$ cat src/rtl/guard_timer_pkg.sv
package guard_timer_pkg;

    // Control register layout, most significant field first (bit 8 down to bit 0)
    typedef struct packed {
        logic       pd_stop;   // freeze while pd_i is high
        logic       irq_sel;   // watchdog expiry raises interrupt instead of reset
        logic [1:0] presc;     // prescaler code
        logic       secure;    // refresh must match key
        logic       wd;        // watchdog mode (locks control)
        logic       periodic;  // reload on wrap
        logic       run;       // counting enabled
        logic       up;        // count direction
    } ctrl_t;

    localparam int CTRL_W     = $bits(ctrl_t);
    localparam int CTRL_REG_W = 17;
    localparam int KEY_W      = 8;

    typedef enum logic [1:0] {
        A_CTRL = 2'd0,
        A_LOAD = 2'd1,
        A_KICK = 2'd2
    } addr_e;

endpackage

$ cat src/rtl/guard_timer_presc.sv
module guard_timer_presc #(
    parameter int DIV1_LOG = 4,
    parameter int DIV2_LOG = 8,
    parameter int DIV3_LOG = 15
) (
    input  logic       clk,
    input  logic       rst_n,
    input  logic       tick_i,
    input  logic       run_i,
    input  logic       clr_i,
    input  logic [1:0] sel_i,
    output logic       ce_o
);
    localparam int PW = DIV3_LOG;

    logic [PW-1:0] cnt_d, cnt_q, limit;

    always_comb begin
        case (sel_i)
            2'd1:    limit = {PW{1'b1}} >> (PW - DIV1_LOG);
            2'd2:    limit = {PW{1'b1}} >> (PW - DIV2_LOG);
            2'd3:    limit = {PW{1'b1}};
            default: limit = '0;
        endcase
        ce_o  = tick_i && run_i && !clr_i && (cnt_q == limit);
        cnt_d = cnt_q;
        if (clr_i)
            cnt_d = '0;
        else if (tick_i && run_i)
            cnt_d = (cnt_q == limit) ? '0 : cnt_q + 1'b1;
    end

    always_ff @(posedge clk or negedge rst_n) begin
        if (!rst_n) cnt_q <= '0;
        else        cnt_q <= cnt_d;
    end

    // above divide-by-1, two steps never fire on consecutive cycles
    p_ce_gap_r7: assert property (@(posedge clk) disable iff (!rst_n)
        (ce_o && sel_i != 2'd0 && !clr_i) |=> !ce_o);

endmodule

$ cat src/rtl/guard_timer_key.sv
module guard_timer_key
    import guard_timer_pkg::*;
#(
    parameter logic [KEY_W-1:0] SEED = 8'hA5
) (
    input  logic             clk,
    input  logic             rst_n,
    input  logic             adv_i,
    output logic [KEY_W-1:0] key_o
);
    logic [KEY_W-1:0] key_d, key_q;

    always_comb begin
        key_d = key_q;
        if (adv_i)
            key_d = {key_q[KEY_W-2:0], key_q[7] ^ key_q[5] ^ key_q[4] ^ key_q[3]};
        key_o = key_q;
    end

    always_ff @(posedge clk or negedge rst_n) begin
        if (!rst_n) key_q <= SEED;
        else        key_q <= key_d;
    end

    // the key sequence never collapses to the all-zero lock-up state
    p_key_nonzero_r13: assert property (@(posedge clk) disable iff (!rst_n)
        key_q != '0);

endmodule

$ cat src/rtl/guard_timer.sv
module guard_timer
    import guard_timer_pkg::*;
#(
    parameter int               CNT_W    = 16,
    parameter int               DATA_W   = 32,
    parameter int               DIV1_LOG = 4,
    parameter int               DIV2_LOG = 8,
    parameter int               DIV3_LOG = 15,
    parameter logic [KEY_W-1:0] KEY_SEED = 8'hA5
) (
    input  logic                  clk,
    input  logic                  rst_n,
    input  logic                  tick_i,
    input  logic                  pd_i,
    input  logic                  wr_en_i,
    input  logic [1:0]            wr_addr_i,
    input  logic [DATA_W-1:0]     wr_data_i,
    output logic [CNT_W-1:0]      count_o,
    output logic [CTRL_REG_W-1:0] ctrl_o,
    output logic                  irq_o,
    output logic                  rst_req_o
);
    localparam logic [CNT_W-1:0] CNT_MAX = {CNT_W{1'b1}};
    localparam logic [CNT_W-1:0] CNT_ONE = CNT_W'(1);

    typedef struct packed {
        ctrl_t            ctrl;
        logic [CNT_W-1:0] load;
        logic [CNT_W-1:0] count;
        logic             irq;
        logic             rst_req;
    } state_t;

    state_t st_d, st_q;
    logic   run_eff, ce, presc_clr, key_adv, key_ok;
    logic [KEY_W-1:0] key;

    guard_timer_presc #(
        .DIV1_LOG(DIV1_LOG), .DIV2_LOG(DIV2_LOG), .DIV3_LOG(DIV3_LOG)
    ) u_presc (
        .clk(clk), .rst_n(rst_n), .tick_i(tick_i), .run_i(run_eff),
        .clr_i(presc_clr), .sel_i(st_q.ctrl.presc), .ce_o(ce)
    );

    guard_timer_key #(.SEED(KEY_SEED)) u_key (
        .clk(clk), .rst_n(rst_n), .adv_i(key_adv), .key_o(key)
    );

    always_comb begin
        st_d      = st_q;
        run_eff   = st_q.ctrl.run && !(st_q.ctrl.pd_stop && pd_i);
        key_ok    = (wr_data_i[KEY_W-1:0] == key);
        presc_clr = 1'b0;
        key_adv   = 1'b0;

        if (wr_en_i) begin
            case (wr_addr_i)
                A_CTRL: begin
                    if (!st_q.ctrl.wd) begin
                        st_d.ctrl = ctrl_t'(wr_data_i[CTRL_W-1:0]);
                        presc_clr = 1'b1;
                    end
                end
                A_LOAD: begin
                    st_d.load  = wr_data_i[CNT_W-1:0];
                    st_d.count = wr_data_i[CNT_W-1:0];
                end
                A_KICK: begin
                    if (!st_q.ctrl.wd) begin
                        st_d.irq = 1'b0;
                    end else if (!st_q.ctrl.secure || key_ok) begin
                        st_d.count = st_q.load;
                        st_d.irq   = 1'b0;
                        key_adv    = st_q.ctrl.secure;
                    end else if (st_q.ctrl.irq_sel) begin
                        st_d.irq = 1'b1;
                    end else begin
                        st_d.rst_req = 1'b1;
                    end
                end
                default: ;
            endcase
        end else if (ce) begin
            if (st_q.ctrl.wd) begin
                if (st_q.count <= CNT_ONE) begin
                    st_d.count = '0;
                    if (st_q.ctrl.irq_sel) st_d.irq = 1'b1;
                    else                   st_d.rst_req = 1'b1;
                end else begin
                    st_d.count = st_q.count - 1'b1;
                end
            end else if (st_q.ctrl.up) begin
                if (st_q.count == CNT_MAX) begin
                    st_d.count = st_q.ctrl.periodic ? st_q.load : '0;
                    st_d.irq   = 1'b1;
                end else begin
                    st_d.count = st_q.count + 1'b1;
                end
            end else begin
                if (st_q.count == '0) begin
                    st_d.count = st_q.ctrl.periodic ? st_q.load : CNT_MAX;
                    st_d.irq   = 1'b1;
                end else begin
                    st_d.count = st_q.count - 1'b1;
                end
            end
        end
    end

    always_ff @(posedge clk or negedge rst_n) begin
        if (!rst_n) st_q <= '0;
        else        st_q <= st_d;
    end

    assign count_o   = st_q.count;
    assign ctrl_o    = {{(CTRL_REG_W - CTRL_W){1'b0}}, st_q.ctrl};
    assign irq_o     = st_q.irq;
    assign rst_req_o = st_q.rst_req;

    p_rst_req_hold_r10: assert property (@(posedge clk) disable iff (!rst_n)
        st_q.rst_req |=> st_q.rst_req);

    p_ctrl_lock_r14: assert property (@(posedge clk) disable iff (!rst_n)
        st_q.ctrl.wd |=> $stable(st_q.ctrl));

    p_freeze_r8: assert property (@(posedge clk) disable iff (!rst_n)
        (!wr_en_i && (!st_q.ctrl.run || (st_q.ctrl.pd_stop && pd_i)))
        |=> $stable(st_q.count));

    p_wd_floor_r10: assert property (@(posedge clk) disable iff (!rst_n)
        (st_q.ctrl.wd && st_q.count == '0 && !wr_en_i) |=> st_q.count == '0);

    p_irq_mode_no_reset_r11: assert property (@(posedge clk) disable iff (!rst_n)
        (st_q.ctrl.wd && st_q.ctrl.irq_sel && !st_q.rst_req) |=> !st_q.rst_req);

endmodule

$ cat config.mk
export PLATFORM = sky130hd
export DESIGN_NAME = guard_timer
export DESIGN_NICKNAME = d
export VERILOG_FILES = /design/src/rtl/guard_timer_pkg.sv /design/src/rtl/guard_timer_presc.sv /design/src/rtl/guard_timer_key.sv /design/src/rtl/guard_timer.sv
export SDC_FILE = /design/constraint.sdc
export NUM_CORES = 1
export LEC_CHECK = 0
export CORE_UTILIZATION = 55
export CTS_CLUSTER_SIZE = 25
export DETAILED_ROUTE_END_ITERATION = 6
export PLACE_DENSITY = 0.8
export SETUP_SLACK_MARGIN = 0.2
export SLEW_MARGIN = 5
export SYNTH_ARGS = -nofsm -noshare
export SYNTH_HDL_FRONTEND = slang
export SYNTH_SLANG_ARGS = --single-unit
$ cat constraint.sdc
create_clock -name clk -period 3.1 [get_ports clk]
set_input_delay 0.31 -clock clk [delete_from_list [all_inputs] [get_ports clk]]
set_output_delay 0.31 -clock clk [all_outputs]
set_load 0.02 [all_outputs]
Word-level counts from Yosys, hierarchy flattened --
Index checks and enable logic that the tools add are counted.
Word-level totals: input bits 39, word-level logic and storage cells 93, output and inout bits 35, bits in registers 66
Cells by class: eq/ne operators 15, reductions and logical operators 21, $lt $le $gt $ge 1, bitwise gates (word level) 4, add/subtract/negate cells 3, muxes and demuxes 35
Operators with widths (number):
- $mux W16 | 7
- $mux W15 | 3
- $pmux W15 S3 | 1
- $mux W18 | 2
- $mux W17 | 2
- $pmux W16 S2 | 1
- $add A16 B1 Y16 const B | 1
- $eq A16 B16 Y1 const B | 1
- $le A16 B1 Y1 const B | 1
- $logic_not A16 Y1 | 1
- $mux W1 | 16
- $sub A16 B1 Y16 const B | 1
- $add A15 B1 Y15 const B | 1
- $eq A15 B15 Y1 | 1
- $reduce_and A5 Y1 | 2
- $eq A8 B8 Y1 | 1
- $eq A2 B2 Y1 const B | 3
- $ne A3 B3 Y1 const B | 2
- $reduce_bool A2 Y1 | 3
- $logic_and A1 B1 Y1 | 5
- $eq A2 B1 Y1 const B | 2
- $mux W2 | 2
- $mux W4 | 1
- $ne A4 B2 Y1 const B | 1
- 13 further kinds | 18

Logic depth before layout (Yosys ltp) --
Gate-level depths: netlist (run 1).
word-level depth 8, gate-level depth with buffers 10, gate-level depth less buffers 8

By module --
A second synthesis (run 1) with hierarchy kept.
Second synthesis, totals: cell total of the unflattened synthesis 622, area total of the unflattened synthesis 5116.2 um2
Modules (own cells, without submodules):
- guard_timer | cells an instance 487, times used 1, area each 3856.2 um2
- guard_timer_presc | cells an instance 114, times used 1, area each 935.9 um2
- guard_timer_key | cells an instance 21, times used 1, area each 324.1 um2

Worst setup path before layout (run 1) --
Ideal clock, no wire load.
path type reg2reg, from reg st_q (netlist bit count_o[0]), to reg st_q (netlist bit count_o[7]), slack 0.709 ns, cell stages (with the launch flop) 11, library setup time 0.121 ns, arrival 2.270 ns, buffers on the path 2, path through dfrtp_1 clkbuf_1 inv_1 ha_1 nor4b_1 and4_1 buf_4 nor2_4 a21oi_4 o221ai_2 a22o_1
On the way: longest elaborated chain between the ends 6, elaborated cells between the ends (all ways) 12, those cells by class add/sub (2); order compare (1); eq/ne (1); mux (7); reduce/logical (1)
Ends and longest elaborated chain:
- start, declared | line guard_timer.sv:34 | state_t st_d, st_q;
- start signal, assigned | line guard_timer.sv:112 | else st_q <= st_d;
- $sub A16 B1 Y16 (tied with other cells) | line guard_timer.sv:90, guard_timer.sv:104
- $mux W16 (on tied branches) | line guard_timer.sv:100, guard_timer.sv:93
- $mux W17 | line guard_timer.sv:92 | end else if (st_q.ctrl.up) begin
- $mux W17 * | line guard_timer.sv:84 | if (st_q.ctrl.wd) begin
- $mux W18 * | line guard_timer.sv:83 | end else if (ce) begin
- $mux W18 * | line guard_timer.sv:56 | if (wr_en_i) begin
Mark *: on every way between the ends. The rest lies on a longest branch, timed or not. The select of a mux whose other input is x is not followed. A chain may end at the register's enable or synchronous reset.

Worst setup path after layout (run 1) --
from reg st_q (netlist bit count_o[1]), to reg st_q (netlist bit count_o[12])
The elaborated chain is that of the path after synthesis.

==> results.tsv, run 1 <==
metric	value	unit
drc	0	
clkTransAtPathRegs	0.07	ns
via_count	4702	
rows	35	
critical_path.max_stage_delay	0.56	ns
fin_cells	718	
routed_wl	14100	um
syn_area_per_cell	8.83	um^2
tns	0	ns
min_path_type	in -> async	
critPathKind	reg -> reg	
hold_buffers	0	
antenna_found_initial	0	
ctsHtreeMaxLevel	3	
synth.area.top_cells	dfrtp_1 (30%), mux2_2 (8.9%), buf_4 (5.1%), nand2_1 (4.3%), o21ai_0 (3.6%)	
syn2layout_area_growth	10.6	%
ys.flop_type	dfrtp_1	
first_iter_violations	533	
p_per_area	518	nW/um^2
cp_cell_sequence	inv_1 -> ha_1 -> nor4b_1 -> and4_1 -> nand3_1 -> o22ai_1 -> o31ai_1 -> a22o_1	
rsz0062_at_grt	no	
peakVddDrop	256	uV
fin_crit_sh	87.6	%
ioPinCount	74	
layout-drive-gt1-share	16.3	%
synth_edf_count	0	
yosysTopAreaCellShare	30.0	%
grt_max_degree	35	
dp_hpwl	9990	um
path_buf_inv	1	
final_common_cell	dfrtp_1	
synth_cell_types	76	
path_max_fanout	6	
cts_tree	done	
setup_violations	0	
ant_nets	0	
yosysTopAreaCell	dfrtp_1	
routabilityCongestion	0.939	
cts_root_buf	clkbuf_8	
timing.hold.ws	0.0539	ns
drtPass1Iterations	7	
overflow	0	
status	completed	
postCtsSetupRepairBufs	0	
synth_seq_cells	66	
numPortBuffers	49	
power.leakage	0.00232	uW
die-area	9800	um^2
slew_headroom	42.4	%
synthCells	586	
nets	647	
die_width	99	um
final_cell_mix	dfrtp_1 (62), nand2_1 (59), clkdlybuf4s50_1 (48), mux2_2 (41), o21ai_0 (37)	
antenna_cells	0	
syn_area	5170	um^2
seq_area_frac_synth	32.0	%
async_flop_share	100	%
fin_crit	2.72	ns
grt_pass1_vias	4540	
start_util	56.3	%
maxCapViolCount	0	
ys.warnings.count	0	
track_usage	30.5	%
maxSlewViolCount	0	
crit_path_end_kind	flop	
postCtsResizedCells	0	
slowest_stage	nor4b_1	
hold_viol_final	0	
cp-start-kind	flop	
dp.cells	703	
die_y	99	um
worstPathRequired	3.35	ns
via_per_inst	6.55	
clkSinkCount	66	
tightest_slew	0.864	ns
cts_made_buffers	9	
grt_pass1_wl	23200	um
skew	0.00358	ns
coreArea	9200	um^2
cts_buffer_depth	2	
crit_arrival	2.97	ns
clk_latency	0.36	ns
wire_per_inst	19.7	um
max_freq	0.368	GHz
cp_top_family	simple AND/OR/NAND/NOR gates	
-- worst paths after layout --
path	cells after the start	to	from	slack, ns
max reg2reg	8	count_o[12]	count_o[1]	0.38
min in group clk	1	rst_req_o	rst_req_o	0.50
min reg2reg	1	rst_req_o	rst_req_o	0.50
min	1	count_o[13]	rst_n	0.05
max in group asynchronous	2	u_key.key_o[7]	rst_n	2.31
max	8	count_o[12]	count_o[1]	0.38
-- stage by stage --
stage | util [%] | power (uW) | setup slack [ns] | instance area (um^2)
2_1_floorplan | - | 2000 | 0.709 | 5200
3_3_place_gp | 60.4 | 2240 | 0.531 | 5550
3_5_place_dp | 60.4 | 2280 | 0.462 | 5550
4_1_cts | 62.2 | 2950 | 0.443 | 5720
5_1_grt | 62.2 | 3120 | 0.207 | 5720
6_report | 62.2 | 2960 | 0.383 | 5720
-- power by group --
group / internal, uW / switching, uW / total (uW)
clock network: 329 / 345 / 674
registers: 980 / 212 / 1190
logic: 492 / 606 / 1100
-- sequential cells by signal, indices dropped and copies added (netlist names) --
signal and flops:
count_o 16, ctrl_o 9, irq_o 1, rst_req_o 1, st_q 16, u_key.key_o 8, u_presc.cnt_q 15
-- area by class of cell --
| type | count | area (um^2) |
|---|---|---|
| Fill cell | 785 | 3470 |
| Clock inverter | 2 | 12.5 |
| Clock buffer | 13 | 159 |
| Timing Repair Buffer | 70 | 668 |
| Inverter | 17 | 63.8 |
| Sequential cell | 66 | 1660 |
| Multi-Input combinational cell | 439 | 3030 |
| Tap cell | 111 | 139 |
-- synthesized netlist by cell type, types with 3 or more instances --
library cell  instances
dfrtp_1              62
nand2_1              59
mux2_2               41
o21ai_0              37
buf_4                35
nor2_1               28
nand3_1              22
nor3_1               22
xor2_1               18
inv_1                17
a21oi_1              16
buf_2                15
clkbuf_1             14
a31oi_1              12
xnor2_1              12
nand4_1              11
nor4_1                9
a22o_1                8
nand2b_1              8
o31ai_1               8
and3_1                7
and4_1                6
o211ai_1              6
a211oi_1              5
buf_6                 5
ha_1                  5
nor3b_1               5
o21ai_1               5
or3_1                 5
a32oi_1               4
dfstp_2               4
mux2i_1               4
nand3b_1              4
nor4_4                4
o211a_1               4
a22oi_1               3
nor2b_1               3
o21a_1                3
o22ai_1               3
or2_2                 3
or4_1                 3
-- metal layers --
layer  vias up  share of wire (%)  global-route usage, %
met3        42                9.1                   6.17
met1      2243                 41                   40.7
met5         -                  0                      0
met2       260                 47                   48.8
met4         0                2.7                   12.2
li1       2157                  -                      -
-- cell families after synthesis --
| family | share of synthesized area [%] |
|---|---|
| AO/OA/AOI/OAI | 18.8 |
| multiplexers | 9.70 |
| other | 0.0725 |
| XOR/XNOR | 5.08 |
| flip-flops | 32.0 |
| AND/OR/NAND/NOR | 23.1 |
| adder cells (fa/ha/maj) | 1.21 |
| buffers and inverters | 10.0 |
-- worst reg2reg max path, stage by stage (launching register included) --
cell and delay, ns:
dfrtp_1 0.38, inv_1 0.11, ha_1 0.19, nor4b_1 0.56, and4_1 0.49, nand3_1 0.32
o22ai_1 0.29, o31ai_1 0.08, a22o_1 0.18
No activity file was read; power rests on OpenSTA's default activity.
==> run 2: changes to the inputs <==
Settings changed: CORE_UTILIZATION 55 to 56, PLACE_DENSITY 0.8 to 0.82.
==> results.tsv, run 2 (synthesis gave the netlist of run 1 again) <==
metric	value	unit	change
cts_buffer_depth	2		unchanged
seqCellArea	1660	um^2	unchanged
ioPinCount	74		unchanged
antenna_found_initial	0		unchanged
tightest_slew	0.855	ns	was 0.864 ns
first_iter_violations	595		was 533
setup_violations	0		unchanged
timing.hold.ws	0.120	ns	was 0.0539 ns
place_ws	0.437	ns	was 0.462 ns
final_cell_mix	dfrtp_1 (62), nand2_1 (59), clkdlybuf4s50_1 (48), mux2_2 (41), o21ai_0 (37)		unchanged
hold_viol_final	0		unchanged
crit_path_end_kind	flop		unchanged
postCtsResizedCells	0		unchanged
cp-start-kind	flop		unchanged
ant_nets	0		unchanged
die-area	9630	um^2	was 9800 um^2
track_usage	30.5	%	about the same
coreArea	8850	um^2	was 9200 um^2
path_buf_inv	1		unchanged
p_per_area	544	nW/um^2	was 518 nW/um^2
power.leakage	0.00234	uW	was 0.00232 uW
min_path_type	in -> async		unchanged
via_per_inst	6.58		was 6.55
drtPass1Iterations	7		unchanged
path_max_fanout	6		unchanged
grt_max_degree	67		was 35
critPathKind	reg -> reg		unchanged
fin_crit_sh	88.4	%	was 87.6%
fillerInstances	732		was 785
clk_latency	0.35	ns	was 0.36 ns
routed_wl	14000	um	was 14100 um
cts_root_buf	clkbuf_8		unchanged
clkTransAtPathRegs	0.08	ns	was 0.07 ns
drc	4		was 0
worstPathRequired	3.35	ns	about the same
overflow	0		unchanged
ctsHtreeMaxLevel	3		unchanged
peakVddDrop	315	uV	was 256 uV
final_common_cell	dfrtp_1		unchanged
hold_buffers	0		unchanged
layout-drive-gt1-share	16.6	%	was 16.3%
rows	34		was 35
rsz0062_at_grt	no		unchanged
via_count	4706		was 4702
cp_top_family	simple AND/OR/NAND/NOR gates		unchanged
fin_ws	0.360	ns	was 0.383 ns
clkSinkCount	66		unchanged
fin_cells	715		was 718
cp_cell_sequence	inv_1 -> ha_1 -> nor4b_1 -> and4_1 -> nand3_1 -> o22ai_1 -> o31ai_1 -> a22o_1		unchanged
fin_crit	2.74	ns	was 2.72 ns
tns	0	ns	unchanged
slew_headroom	43.0	%	was 42.4%
maxSlewViolCount	0		unchanged
dp_hpwl	9710	um	was 9990 um
multi_input_area	3030	um^2	unchanged
dp.cells	699		was 703
slowest_stage	nor4b_1		unchanged
grt_pass1_wl	23100	um	was 23200 um
die_y	98.1	um	was 99 um
nets	646		was 647
numPortBuffers	49		unchanged
wire_per_inst	19.6	um	was 19.7 um
max_freq	0.365	GHz	was 0.368 GHz
status	finished with violations		was completed
postCtsSetupRepairBufs	0		unchanged
grt_pass1_vias	4582		was 4540
antenna_cells	0		unchanged
skew	0.00861	ns	was 0.00358 ns
die_width	98.1	um	was 99 um
start_util	58.5	%	was 56.3%
syn2layout_area_growth	11.2	%	was 10.6%
cts_tree	done		unchanged
violations	design-rule violations		
maxCapViolCount	0		unchanged
routabilityCongestion	0.982		was 0.939
crit_arrival	2.99	ns	was 2.97 ns
critical_path.max_stage_delay	0.56	ns	about the same
cts_made_buffers	9		unchanged
run 2: changes by cell type in the layout (fill, tap and decap cells not counted):
cell       previous run  this run
bufinv_16             0         2
clkbuf_1              2         0
clkinv_4              0         2
buf_12                2         1
clkbuf_8             11        10
run 2: per-stage QoR:
step | util [%] | power [uW] | cell area (um^2)
CTS | 65.1 | 3130 | 5760
floorplan | - | 2000 | 5200
global route | 65.1 | 3290 | 5760
finish | 65.1 | 3130 | 5760
global placement | 62.5 | 2240 | 5530
detailed placement | 62.5 | 2270 | 5530
run 2: worst register-to-register path: cells and delay by family (launching register included):
| kind | cells | cell delay, ns |
|---|---|---|
| and+or+nand+nor | 3 | 1.40 |
| AOI/OAI and AO/OA | 3 | 0.57 |
| DFF | 1 | 0.38 |
| adders and majority gates | 1 | 0.18 |
| buffers and inverters | 1 | 0.11 |
run 2: area by class of cell:
class | count | share of cell area, %
clock buffer | 10 | 2.39
clock inverter | 6 | 1.56
inverter | 17 | 1.11
multi-input combinational | 439 | 52.6
sequential | 66 | 28.8
tap | 108 | 2.35
timing repair buffer | 69 | 11.3
run 2: path summary, 6_finish.rpt:
check / startpoint / to / slack [ns] / depth (start not counted)
setup / recovery: count_o[0] / count_o[12] / 0.36 / 8
hold / removal: rst_n / count_o[11] / 0.12 / 2
setup reg to reg: count_o[0] / count_o[12] / 0.36 / 8
hold reg to reg: rst_req_o / rst_req_o / 0.49 / 1
max in group asynchronous: rst_n / ctrl_o[2] / 2.38 / 2
min in group clk: rst_req_o / rst_req_o / 0.49 / 1
run 2: where the power goes:
| group | leakage, uW | total, uW | internal [uW] | switching (uW) |
|---|---|---|---|---|
| clock network | 0.000112 | 846 | 476 | 370 |
| logic | 0.00141 | 1100 | 489 | 612 |
| registers | 0.000816 | 1180 | 980 | 203 |
run 2: metal layers:
layer | share of wire [%] | track usage [%] | vias to the layer above
met3 | 8.5 | 5.87 | 48
met1 | 42 | 41.3 | 2242
met2 | 47 | 47.9 | 264
li1 | - | - | 2152
met4 | 3.2 | 12.9 | 0
met5 | 0 | 0 | -
